==> src/rtl/adc_seq_pkg.sv <==
// Shared types for the conversion clock sequencer.
package adc_seq_pkg;

    // Outcome of one conversion as judged by the tracker.
    typedef enum logic [1:0] {
        VERDICT_NONE = 2'd0,
        VERDICT_GOOD = 2'd1,
        VERDICT_BAD  = 2'd2
    } verdict_e;

endpackage

==> src/rtl/adc_seq_sync.sv <==
// Multi-flop synchronizer for one asynchronous level.
// Assumes: STAGES >= 2; the input is a slow level (busy), not a pulse.
module adc_seq_sync #(
    parameter int STAGES = 2
) (
    input  logic clk,
    input  logic rst_n,
    input  logic d,
    output logic q
);
    logic [STAGES-1:0] chain;

    // Shift the level through the flop chain.
    always_ff @(posedge clk) begin
        if (!rst_n) chain <= '0;
        else        chain <= {chain[STAGES-2:0], d};
    end

    assign q = chain[STAGES-1];
endmodule

==> src/rtl/adc_seq_sample_gen.sv <==
// Acquisition strobe generator.
// Counts system clocks over a period chosen by rate_sel (base or double).
// At each period start it raises the strobe for ACQ_CYCLES clocks, unless a
// conversion is still busy; in that case the strobe is dropped and a sticky
// overrun flag is set. start_o marks the cycle in which a strobe is issued.
// Assumes: ACQ_CYCLES < BASE_PERIOD; conv_busy is already synchronized.
module adc_seq_sample_gen #(
    parameter int BASE_PERIOD = 128,
    parameter int ACQ_CYCLES  = 16
) (
    input  logic clk,
    input  logic rst_n,
    input  logic rate_sel,
    input  logic conv_busy,
    output logic sample_o,
    output logic start_o,
    output logic overrun_o
);
    localparam int CW = $clog2(2 * BASE_PERIOD);
    localparam logic [CW-1:0] LIM_FAST = CW'(BASE_PERIOD - 1);
    localparam logic [CW-1:0] LIM_SLOW = CW'(2 * BASE_PERIOD - 1);
    localparam logic [CW-1:0] ACQ_LAST = CW'(ACQ_CYCLES - 1);
    localparam int HW = $clog2(ACQ_CYCLES + 1);

    logic [CW-1:0] cnt;
    logic [CW-1:0] limit;
    logic          wrap;
    logic          sample_q;
    logic          overrun_q;

    // Pick the period end; a late switch to the fast rate wraps at once.
    always_comb begin
        limit = rate_sel ? LIM_SLOW : LIM_FAST;
        wrap  = (cnt >= limit);
    end

    // Free-running period counter.
    always_ff @(posedge clk) begin
        if (!rst_n)    cnt <= '0;
        else if (wrap) cnt <= '0;
        else           cnt <= cnt + 1'b1;
    end

    // Strobe: set at period start when idle, cleared after the acquire window.
    always_ff @(posedge clk) begin
        if (!rst_n)               sample_q <= 1'b0;
        else if (wrap)            sample_q <= ~conv_busy;
        else if (cnt == ACQ_LAST) sample_q <= 1'b0;
    end

    // Sticky overrun when a period begins during a conversion.
    always_ff @(posedge clk) begin
        if (!rst_n)                 overrun_q <= 1'b0;
        else if (wrap && conv_busy) overrun_q <= 1'b1;
    end

    assign start_o   = wrap & ~conv_busy;
    assign sample_o  = sample_q;
    assign overrun_o = overrun_q;

    // Checker state: consecutive high cycles of the strobe.
    logic [HW-1:0] hi_run;
    always_ff @(posedge clk) begin
        if (!rst_n || !sample_q) hi_run <= '0;
        else                     hi_run <= hi_run + 1'b1;
    end


    acq_width_chk: assert property (@(posedge clk) disable iff (!rst_n)
        sample_q |-> (hi_run < HW'(ACQ_CYCLES)));


    skip_when_busy_chk: assert property (@(posedge clk) disable iff (!rst_n)
        $rose(sample_q) |-> !$past(conv_busy));


    overrun_sticky_chk: assert property (@(posedge clk) disable iff (!rst_n)
        overrun_q |=> overrun_q);
endmodule

==> src/rtl/adc_seq_clk_div.sv <==
// Gated bit-decision clock divider.
// While run is high, the divider produces a clock of DIV system clocks that
// starts in its low phase; it clears at once when run drops, which may cut
// the last high phase short. rise_o flags the cycle before a rising edge.
// Assumes: DIV is even and at least 4.
module adc_seq_clk_div #(
    parameter int DIV = 4
) (
    input  logic clk,
    input  logic rst_n,
    input  logic run,
    output logic conv_clk_o,
    output logic rise_o
);
    localparam int HALF = DIV / 2;
    localparam int PW   = $clog2(DIV);
    localparam logic [PW-1:0] PH_LAST = PW'(DIV - 1);
    localparam logic [PW-1:0] PH_HALF = PW'(HALF);

    logic [PW-1:0] ph;
    logic [PW-1:0] ph_nxt;
    logic          clk_q;

    // Next phase index, wrapping at the end of the period.
    always_comb begin
        ph_nxt = (ph == PH_LAST) ? '0 : ph + 1'b1;
    end

    assign rise_o = run & (ph_nxt == PH_HALF);

    // Phase counter and registered clock, both cleared while not running.
    always_ff @(posedge clk) begin
        if (!rst_n || !run) begin
            ph    <= '0;
            clk_q <= 1'b0;
        end else begin
            ph    <= ph_nxt;
            clk_q <= (ph_nxt >= PH_HALF);
        end
    end

    assign conv_clk_o = clk_q;

    // Checker state: length of the current high and low runs, saturating.
    logic [PW:0] hi_len;
    logic [PW:0] lo_len;
    always_ff @(posedge clk) begin
        if (!rst_n) begin
            hi_len <= '0;
            lo_len <= '0;
        end else if (clk_q) begin
            lo_len <= '0;
            if (hi_len != (PW+1)'(DIV)) hi_len <= hi_len + 1'b1;
        end else begin
            hi_len <= '0;
            if (lo_len != (PW+1)'(DIV)) lo_len <= lo_len + 1'b1;
        end
    end


    high_phase_len_chk: assert property (@(posedge clk) disable iff (!rst_n)
        clk_q |-> (hi_len < (PW+1)'(HALF)));


    low_phase_len_chk: assert property (@(posedge clk) disable iff (!rst_n)
        $rose(clk_q) |-> (lo_len >= (PW+1)'(HALF)));
endmodule

==> src/rtl/adc_seq_tracker.sv <==
// Conversion tracker.
// Counts clock rising edges from each synchronized busy rise, saturating one
// above BITS. When busy falls it issues a done or error pulse by the count.
// A watchdog restarted by each strobe issues an error pulse if the conversion
// runs past TIMEOUT cycles and then silences that conversion's end.
// Assumes: busy_s is synchronized; start_i and rise_i are single-cycle.
module adc_seq_tracker
    import adc_seq_pkg::*;
#(
    parameter int BITS    = 17,
    parameter int TIMEOUT = 12288
) (
    input  logic clk,
    input  logic rst_n,
    input  logic busy_s,
    input  logic start_i,
    input  logic rise_i,
    output logic done_o,
    output logic err_o
);
    localparam int ECW = $clog2(BITS + 2);
    localparam int TCW = $clog2(TIMEOUT);
    localparam logic [ECW-1:0] E_FULL = ECW'(BITS);
    localparam logic [ECW-1:0] E_SAT  = ECW'(BITS + 1);
    localparam logic [TCW-1:0] T_LAST = TCW'(TIMEOUT - 1);

    logic           busy_d;
    logic           b_rise;
    logic           b_fall;
    logic [ECW-1:0] ecnt;
    logic [TCW-1:0] tcnt;
    logic           t_active;
    logic           t_hit;
    logic           expire;
    verdict_e       verdict;
    logic           done_q;
    logic           err_q;

    // Delayed busy for edge detection.
    always_ff @(posedge clk) begin
        if (!rst_n) busy_d <= 1'b0;
        else        busy_d <= busy_s;
    end

    assign b_rise = busy_s & ~busy_d;
    assign b_fall = ~busy_s & busy_d;
    assign expire = t_active && (tcnt == T_LAST) && !start_i && !b_fall;

    // Rising-edge counter, cleared at each new conversion.
    always_ff @(posedge clk) begin
        if (!rst_n)                     ecnt <= '0;
        else if (b_rise)                ecnt <= '0;
        else if (rise_i && ecnt != E_SAT) ecnt <= ecnt + 1'b1;
    end

    // Watchdog: restart at strobe, stop at conversion end or expiry.
    always_ff @(posedge clk) begin
        if (!rst_n) begin
            tcnt     <= '0;
            t_active <= 1'b0;
            t_hit    <= 1'b0;
        end else if (start_i) begin
            tcnt     <= '0;
            t_active <= 1'b1;
            t_hit    <= 1'b0;
        end else if (b_fall) begin
            t_active <= 1'b0;
        end else if (expire) begin
            t_active <= 1'b0;
            t_hit    <= 1'b1;
        end else begin
            if (t_active) tcnt <= tcnt + 1'b1;
            if (b_rise)   t_hit <= 1'b0;
        end
    end

    // Judge the conversion at its end or at watchdog expiry.
    always_comb begin
        verdict = VERDICT_NONE;
        if (b_fall && !t_hit)
            verdict = (ecnt == E_FULL) ? VERDICT_GOOD : VERDICT_BAD;
        else if (expire)
            verdict = VERDICT_BAD;
    end

    // Register the one-cycle result pulses.
    always_ff @(posedge clk) begin
        if (!rst_n) begin
            done_q <= 1'b0;
            err_q  <= 1'b0;
        end else begin
            done_q <= (verdict == VERDICT_GOOD);
            err_q  <= (verdict == VERDICT_BAD);
        end
    end

    assign done_o = done_q;
    assign err_o  = err_q;


    done_single_chk: assert property (@(posedge clk) disable iff (!rst_n)
        done_q |=> !done_q);


    done_count_chk: assert property (@(posedge clk) disable iff (!rst_n)
        done_q |-> (ecnt == E_FULL));


    verdict_excl_chk: assert property (@(posedge clk) disable iff (!rst_n)
        !(done_q && err_q));


    timeout_bound_chk: assert property (@(posedge clk) disable iff (!rst_n)
        t_active |-> (tcnt <= T_LAST));
endmodule

==> src/rtl/adc_conv_sequencer.sv <==
// Conversion clock sequencer, top level.
// Synchronizes busy, generates the acquisition strobe, runs the gated
// bit-decision clock only while busy is high and the strobe is low, and
// tracks each conversion for edge count, watchdog and overrun.
// Assumes: CONV_DIV even and >= 4; CONV_BITS*CONV_DIV fits inside a period
// for overrun-free operation; busy_in is asynchronous to clk.
module adc_conv_sequencer #(
    parameter int SAMPLE_PERIOD  = 128,
    parameter int ACQ_CYCLES     = 16,
    parameter int CONV_DIV       = 4,
    parameter int CONV_BITS      = 17,
    parameter int TIMEOUT_CYCLES = 12288,
    parameter int SYNC_STAGES    = 2
) (
    input  logic clk,
    input  logic rst_n,
    input  logic rate_sel,
    input  logic busy_in,
    output logic sample_o,
    output logic conv_clk_o,
    output logic done_o,
    output logic err_o,
    output logic overrun_o
);
    logic busy_s;
    logic start;
    logic run;
    logic rise;

    adc_seq_sync #(.STAGES(SYNC_STAGES)) u_sync (
        .clk   (clk),
        .rst_n (rst_n),
        .d     (busy_in),
        .q     (busy_s)
    );

    adc_seq_sample_gen #(
        .BASE_PERIOD (SAMPLE_PERIOD),
        .ACQ_CYCLES  (ACQ_CYCLES)
    ) u_sample (
        .clk       (clk),
        .rst_n     (rst_n),
        .rate_sel  (rate_sel),
        .conv_busy (busy_s),
        .sample_o  (sample_o),
        .start_o   (start),
        .overrun_o (overrun_o)
    );

    // Divider runs only during a conversion and never under the strobe.
    assign run = busy_s & ~sample_o;

    adc_seq_clk_div #(.DIV(CONV_DIV)) u_div (
        .clk        (clk),
        .rst_n      (rst_n),
        .run        (run),
        .conv_clk_o (conv_clk_o),
        .rise_o     (rise)
    );

    adc_seq_tracker #(
        .BITS    (CONV_BITS),
        .TIMEOUT (TIMEOUT_CYCLES)
    ) u_track (
        .clk     (clk),
        .rst_n   (rst_n),
        .busy_s  (busy_s),
        .start_i (start),
        .rise_i  (rise),
        .done_o  (done_o),
        .err_o   (err_o)
    );


    sample_clk_sep_chk: assert property (@(posedge clk) disable iff (!rst_n)
        sample_o |-> !conv_clk_o);


    sample_fall_quiet_chk: assert property (@(posedge clk) disable iff (!rst_n)
        $fell(sample_o) |=> !conv_clk_o);


    idle_no_edge_chk: assert property (@(posedge clk) disable iff (!rst_n)
        !busy_s |=> !$rose(conv_clk_o));
endmodule

==> config.mk <==
export PLATFORM = sky130hd
export DESIGN_NAME = adc_conv_sequencer
export DESIGN_NICKNAME = d
export VERILOG_FILES = /design/src/rtl/adc_seq_pkg.sv /design/src/rtl/adc_seq_sync.sv /design/src/rtl/adc_seq_sample_gen.sv /design/src/rtl/adc_seq_clk_div.sv /design/src/rtl/adc_seq_tracker.sv /design/src/rtl/adc_conv_sequencer.sv
export SDC_FILE = /design/constraint.sdc
export NUM_CORES = 1
export LEC_CHECK = 0
export ABC_AREA = 1
export CORE_MARGIN = 5
export CORE_UTILIZATION = 30
export DETAILED_ROUTE_END_ITERATION = 12
export SYNTH_ARGS = -nofsm -noshare
export SYNTH_HDL_FRONTEND = slang
export SYNTH_HIERARCHICAL = 1
export SYNTH_SLANG_ARGS = --single-unit
==> constraint.sdc <==
create_clock -name clk -period 2.4 [get_ports clk]
set_clock_uncertainty 0.1 [all_clocks]
set_input_delay 0.24 -clock clk [delete_from_list [all_inputs] [get_ports clk]]
set_output_delay 0.24 -clock clk [all_outputs]
set_load 0.1 [all_outputs]
==> results of run 1 <==
[final timing paths]
path | slack (ns) | to | from
worst max register to register | 0.40 | u_track/tcnt[11] | u_sample/cnt[0]
worst max-delay path | 0.31 | u_track/tcnt[11] | rate_sel
worst min register to register | 0.32 | u_sync/chain[1] | u_sync/chain[0]
worst min-delay path | 0.32 | u_sync/chain[1] | u_sync/chain[0]
[cell usage in the layout (no fill, tap or decap), types with 4 or more instances in the layout]
master and n:
inv_1 39, buf_4 9, nand2_1 67, nor2_1 36, a21oi_2 10, nand3_1 21
nand2_2 5, o21ai_0 4, ha_1 8, clkbuf_8 5, nand4_1 6, nor2_4 5
a21oi_1 9, dfxtp_1 38, xor2_1 5
[area by class of cell]
cell class                 count  share of cell area
inverter                      41              0.0663
clock buffer                   5              0.0296
sequential                    38               0.328
timing repair buffer          13              0.0506
tap                           77              0.0415
clock inverter                 3              0.0194
multi-input combinational    195               0.465
[flip-flops by register name, summed over array words and instances, names as in the netlist]
signal              count
u_div/ph                2
u_sample/cnt            8
u_sample/overrun_o      1
u_sample/sample_o       1
u_sync/chain            2
u_track/busy_d          1
u_track/done_o          1
u_track/ecnt            5
u_track/err_o           1
u_track/t_active        1
u_track/t_hit           1
u_track/tcnt           14
[where the power goes]
group	switching, mW	internal, mW	total (mW)	leakage, nW
registers	0.00498	0.637	0.642	0.307
clock network	0.234	0.309	0.543	0.0504
logic	0.0263	0.0175	0.0438	0.533
[per-stage QoR]
step           utilization  std cells  hold slack [ns]
4_1_cts              0.360        372            0.326
2_1_floorplan            -        277            0.233
5_1_grt              0.360        372            0.367
3_5_place_dp         0.342        364            0.308
6_report             0.360        372            0.325
3_3_place_gp         0.342        364            0.299
[layer usage]
metal / global-route usage / part of all wire
met1: 0.128 / 0.50
met4: 0.0446 / 0.016
met3: 0.0221 / 0.032
met5: 0 / 0
met2: 0.151 / 0.45
[worst reg2reg max path, cell delays in order, from the launching register on]
cell and delay, ns:
dfxtp_1 0.36, ha_1 0.19, nand2_2 0.09, nor2_4 0.13, nand2_2 0.07, nand2_2 0.06, nand2_2 0.05, inv_1 0.06
inv_1 0.05, nand2_1 0.09, nor2_4 0.05, inv_1 0.06, nor2_1 0.05, nor2_1 0.29, nand2_1 0.12, a21oi_2 0.13
[cell families (layout without fill, tap and decap cells)]
logic type | after synthesis | count (layout) | share of synthesized area
simple gates | 154 | 154 | 0.368
compound gates | 25 | 25 | 0.0831
xor+xnor | 8 | 8 | 0.0347
buf+inv | 44 | 62 | 0.0880
flops | 38 | 38 | 0.377
fa+ha+maj | 8 | 8 | 0.0496
==> results.py, run 1 <==
metrics = {
    "status": {
        "status": "finished clean",
    },
    "cts": {
        "ctsResizeCount": 0,
        "cts_tree": "built",
        "cts-root-buf": "clkbuf_8",
        "clock_latency_ns": 0.29,
        "cts_setup_buffers": 0,
        "cts_made_buffers": 5,
        "clk_pin_slew_ns": 0.08,
        "htree_levels": 2,
        "cts.sinks": 38,
        "cts_hold_buf": 0,
        "clock_path_buffers": 2,
    },
    "final_layout": {
        "seqCellArea_um2": 761,
        "stdcell_area_mm2": 0.00232,
        "antennaDiodeCount": 0,
        "multiInputGateArea_mm2": 0.00108,
        "area_growth_pct": 15.1,
        "nFillCells": 688,
        "final_nets": 306,
        "drive_gt1_frac": 0.159,
    },
    "detailed_routing": {
        "wl_per_cell_um": 9.94,
        "vias_per_cell": 4.50,
        "dr.pass1.iters": 4,
        "num_vias": 1674,
        "ant_nets": 0,
        "drc": 0,
        "drt_iter0_drc": 82,
        "wl_mm": 3.70,
    },
    "sta": {
        "slew_violations": 0,
        "rsz0062_at_grt": "false",
        "relSlewSlack": 0.731,
        "hold_viol_final": 0,
        "final.setup.worst_slack_ns": 0.307,
        "setup_viol": 0,
        "fmax_mhz": 478,
        "period_minus_slack_ns": 2.09,
        "worstMarginPinSlew_ns": 0.402,
        "timing.final.crit_share": 0.872,
        "setup_tns_ns": 0,
    },
    "critical_path": {
        "crit_family": "simple AND/OR/NAND/NOR gates",
        "cp-end-kind": "register",
        "cp.buffers_inverters": 5,
        "cpMaxStageDelayCell": "clkdlybuf4s50_1",
        "cpPeakStageDelay_ns": 0.46,
        "crit_cells": 17,
        "worst_path_most_repeated_cell": "inv_1",
        "arrival_ns": 2.23,
        "critPathKind": "input pin to register",
        "crit_required_ns": 2.53,
        "r2r_cells": 15,
        "start_kind": "input pin",
        "crit_path_max_fanout": 6,
        "worstPathCellList": "clkdlybuf4s50_1 -> inv_1 -> ha_1 -> nand2_1 -> nor2_2 -> nand2_2 -> nand2_2 -> nand2_2 -> inv_1 -> inv_1 -> nand2_1 -> nor2_4 -> inv_1 -> nor2_1 -> nor2_1 -> nand2_1 -> a21oi_2",
    },
    "global_routing": {
        "grt_pass1_wl_mm": 6.80,
        "grt_use_total": 0.0970,
        "grt_overflow": 0,
        "grt_max_degree": 14,
        "grt_pass1_vias": 1584,
        "antenna_found_initial": 0,
    },
    "synth": {
        "ys_ff_latch": 38,
        "synth_area_per_cell_um2": 7.29,
        "ys_seq_area_frac": 0.377,
        "synth_common_cells": "67 x nand2_1, 39 x inv_1, 38 x dfxtp_1",
        "synth_warnings": 6,
        "yosys-top-cells-area": "dfxtp_1 38%, nand2_1 12%, inv_1 7.3%",
        "syn_inst": 277,
        "yosysTopAreaCell": "dfxtp_1",
        "ys_types": 31,
        "postSynthNetCount": 289,
        "yosysTopAreaCellShare": 0.377,
        "synth-main-ff-cell": "dfxtp_1",
        "synth-edff-count": 0,
        "yosys.cell_count.top_type": "nand2_1",
        "synth-async-reset-ratio": 0,
        "synth_area_mm2": 0.00202,
    },
    "power_and_ir_drop": {
        "power_mw": 1.23,
        "p_leak_nw": 0.890,
        "p_per_area_mw_per_mm2": 529,
        "peakVddDrop_mv": 0.358,
    },
    "place": {
        "dpl.hpwl_mm": 2.83,
        "portBuffers": 8,
        "dp_slack_ns": 0.00535,
        "routabilityCongestion": 0.800,
        "placed_area_mm2": 0.00221,
    },
    "worst_hold_path": {
        "holdPathStages": 2,
        "min_path_type": "register to register",
    },
    "floorplanning": {
        "placementRows": 29,
        "fp.coreArea_mm2": 0.00646,
        "start_util": 0.312,
        "ioPinCount": 9,
        "dieArea_mm2": 0.00847,
        "dieWidth_um": 92.0,
        "die_y_um": 92.0,
    },
    "job": {
        "cap_violations": 0,
    },
}
Note: power is estimated with default switching activity, not from simulation.
==> run 2: changes to the inputs <==
--- a/config.mk
+++ b/config.mk
@@ -6,9 +6,10 @@
 export NUM_CORES = 1
 export LEC_CHECK = 0
 export ABC_AREA = 1
-export CORE_MARGIN = 5
+export CORE_MARGIN = 2
 export CORE_UTILIZATION = 30
 export DETAILED_ROUTE_END_ITERATION = 12
+export SKIP_CTS_REPAIR_TIMING = 1
 export SYNTH_ARGS = -nofsm -noshare
 export SYNTH_HDL_FRONTEND = slang
 export SYNTH_HIERARCHICAL = 1
==> run 2 against run 1 <==
Compared with the run above:
- via count rose by 2.7%
- critical path depth unchanged
- largest power group unchanged
- largest cell class unchanged
- power increased by 1.0%
- sequential share of layout area down 0.30 points
- sequential power about the same
- critical path type unchanged
- non-clock buffer count increased by 3
- fmax decreased by 0.60%
- first-iteration DRC count decreased by 18%
- cell count is 0.54% higher
- worst setup slack worse by 0.013 ns
- design area rose by 0.92%
==> results.py, run 2 (synthesis results as in run 1) <==
metrics = {
    "critical_path": {
        "cpPeakStageDelay_ns": 0.45,
        "worstReg2RegStart": "u_sample/cnt[7]",
        "critPathKind": "input pin to register",
        "crit_path_max_fanout": 6,
        "arrival_ns": 2.22,
        "crit_family": "simple AND/OR/NAND/NOR gates",
        "cp-end-kind": "register",
        "r2r_slack_ns": 0.39,
        "cp.buffers_inverters": 5,
        "timing.rr.end": "u_track/tcnt[13]",
        "worstPathCellList": "clkdlybuf4s50_1 -> inv_1 -> ha_1 -> nand2_1 -> nor2_2 -> nand2_2 -> nand2_2 -> nand2_2 -> inv_1 -> inv_1 -> nand2_1 -> nor2_4 -> inv_1 -> nor2_1 -> nor2_1 -> nand2_1 -> a21oi_2",
        "cpMaxStageDelayCell": "clkdlybuf4s50_1",
        "start_kind": "input pin",
        "r2r_cells": 15,
        "crit_required_ns": 2.52,
        "worst_path_most_repeated_cell": "inv_1",
    },
    "floorplanning": {
        "placementRows": 29,
        "fp.coreArea_mm2": 0.00642,
        "dieWidth_um": 86.0,
        "dieArea_mm2": 0.00740,
        "ioPinCount": 9,
        "start_util": 0.314,
        "die_y_um": 86.0,
    },
    "sta": {
        "setup_viol": 0,
        "rsz0062_at_grt": "false",
        "worstMarginPinSlew_ns": 0.399,
        "timing.final.crit_share": 0.877,
        "fmax_mhz": 475,
        "relSlewSlack": 0.734,
        "slew_violations": 0,
        "hold_viol_final": 0,
        "period_minus_slack_ns": 2.11,
        "setup_tns_ns": 0,
    },
    "power_and_ir_drop": {
        "p_leak_nw": 0.910,
        "peakVddDrop_mv": 0.205,
        "p_per_area_mw_per_mm2": 530,
    },
    "cts": {
        "cts-root-buf": "clkbuf_8",
        "cts_tree": "built",
        "clock_latency_ns": 0.29,
        "htree_levels": 2,
        "clk_pin_slew_ns": 0.07,
        "cts.sinks": 38,
        "clock_path_buffers": 2,
        "cts_made_buffers": 5,
    },
    "worst_hold_path": {
        "min_from": "u_sync/chain[0]",
        "hold-path-endpoint": "u_sync/chain[1]",
        "min_path_type": "register to register",
        "holdPathStages": 2,
    },
    "place": {
        "portBuffers": 8,
        "routabilityCongestion": 0.770,
        "dpl.hpwl_mm": 2.83,
        "placed_cells": 367,
    },
    "detailed_routing": {
        "routed.top_layer": "met4",
        "wl_mm": 3.80,
        "m1WireLength_mm": 1.90,
        "dr.pass1.iters": 5,
        "ant_nets": 0,
        "num_vias": 1720,
        "vias_per_cell": 4.60,
        "drc": 0,
        "dr_wl_met3_um": 117,
        "wl_per_cell_um": 10.2,
        "drt_iter0_drc": 67,
        "wl_met2_mm": 1.71,
    },
    "global_routing": {
        "grt_pass1_vias": 1580,
        "antenna_found_initial": 0,
        "grt_pass1_wl_mm": 6.82,
        "grt_max_degree": 13,
        "grt_overflow": 0,
        "grt_use_total": 0.117,
    },
    "final_layout": {
        "final_common_cell": "nand2_1",
        "final_nets": 309,
        "top_regs": "u_track/tcnt: 14 flops, u_sample/cnt: 8 flops, u_track/ecnt: 5 flops",
        "nFillCells": 666,
        "mostFrequentLayoutCells": "67 x nand2_1, 39 x inv_1, 38 x dfxtp_1",
        "antennaDiodeCount": 0,
        "fin_cells": 374,
        "drive_gt1_frac": 0.165,
        "regMostFlops": "u_track/tcnt",
        "area_growth_pct": 16.1,
        "largest_reg_flops": 14,
    },
    "status": {
        "status": "finished clean",
    },
    "job": {
        "cap_violations": 0,
    },
}
run 2: changes by cell type in the layout (fill, tap and decap cells not counted):
cell	previous run	this run
clkinvlp_4	2	0
buf_4	9	12
clkbuf_8	5	6
run 2: final cells by class:
type                       instances  area, um2  share of cell area
clock buffer                       6       82.6              0.0352
clock inverter                     1       30.0              0.0128
inverter                          41        154              0.0657
multi-input combinational        195       1080               0.461
sequential                        38        761               0.325
tap                               77       96.3              0.0411
timing repair buffer              16        140              0.0598
run 2: how the worst max path moves through the flow:
stage	startpoint	to	depth (start not counted)
after detailed placement	rate_sel	u_track/tcnt[13]	17
after global placement	rate_sel	u_track/tcnt[0]	18
after floorplan	u_div/ph[1]	u_track/ecnt[3]	9
after global routing	rate_sel	u_track/tcnt[13]	17
final	rate_sel	u_track/tcnt[13]	17
after CTS	rate_sel	u_track/tcnt[13]	17
run 2: worst register-to-register path, cell delays in order (launching register included):
cell     delay (ns)
dfxtp_1        0.34
ha_1           0.28
nand2_1        0.06
nor2_2         0.09
nand2_2        0.06
nand2_2        0.06
nand2_2        0.05
inv_1          0.06
inv_1          0.05
nand2_1        0.09
nor2_4         0.05
inv_1          0.07
nor2_1         0.06
nor2_1         0.28
nand2_1        0.12
a21oi_2        0.12
run 2: power breakdown:
group	total [mW]	internal, mW	leakage, nW	switching [mW]
logic	0.0457	0.0186	0.546	0.0270
clock network	0.553	0.333	0.0573	0.221
registers	0.642	0.637	0.307	0.00483
total	1.24	0.989	0.910	0.252
run 2: per-layer routing:
layer  GRT usage  up-vias
li1            -      910
met1       0.148      781
met2       0.181       25
met3      0.0346        4
met4      0.0548        0
met5           0        -
run 2: stage by stage:
step / util / total power [mW] / worst slack [ns] / hold WS, ns / instance area [um2]
finish: 0.365 / 1.24 / 0.294 / 0.319 / 2340
global route: 0.365 / 1.30 / 0.0422 / 0.337 / 2340
CTS: 0.365 / 1.27 / 0.291 / 0.325 / 2340
detailed placement: 0.347 / 0.704 / 0.00877 / 0.308 / 2230
global placement: 0.347 / 0.703 / 0.0346 / 0.302 / 2230
floorplan: - / 0.683 / 0.462 / 0.233 / 2020
==> run 3: changes to the inputs <==
--- a/config.mk
+++ b/config.mk
@@ -14,3 +14,4 @@
 export SYNTH_HDL_FRONTEND = slang
 export SYNTH_HIERARCHICAL = 1
 export SYNTH_SLANG_ARGS = --single-unit
+export TNS_END_PERCENT = 1
==> results of run 3 <==
The final DEF is identical to that of run 2; final timing and power are the same.
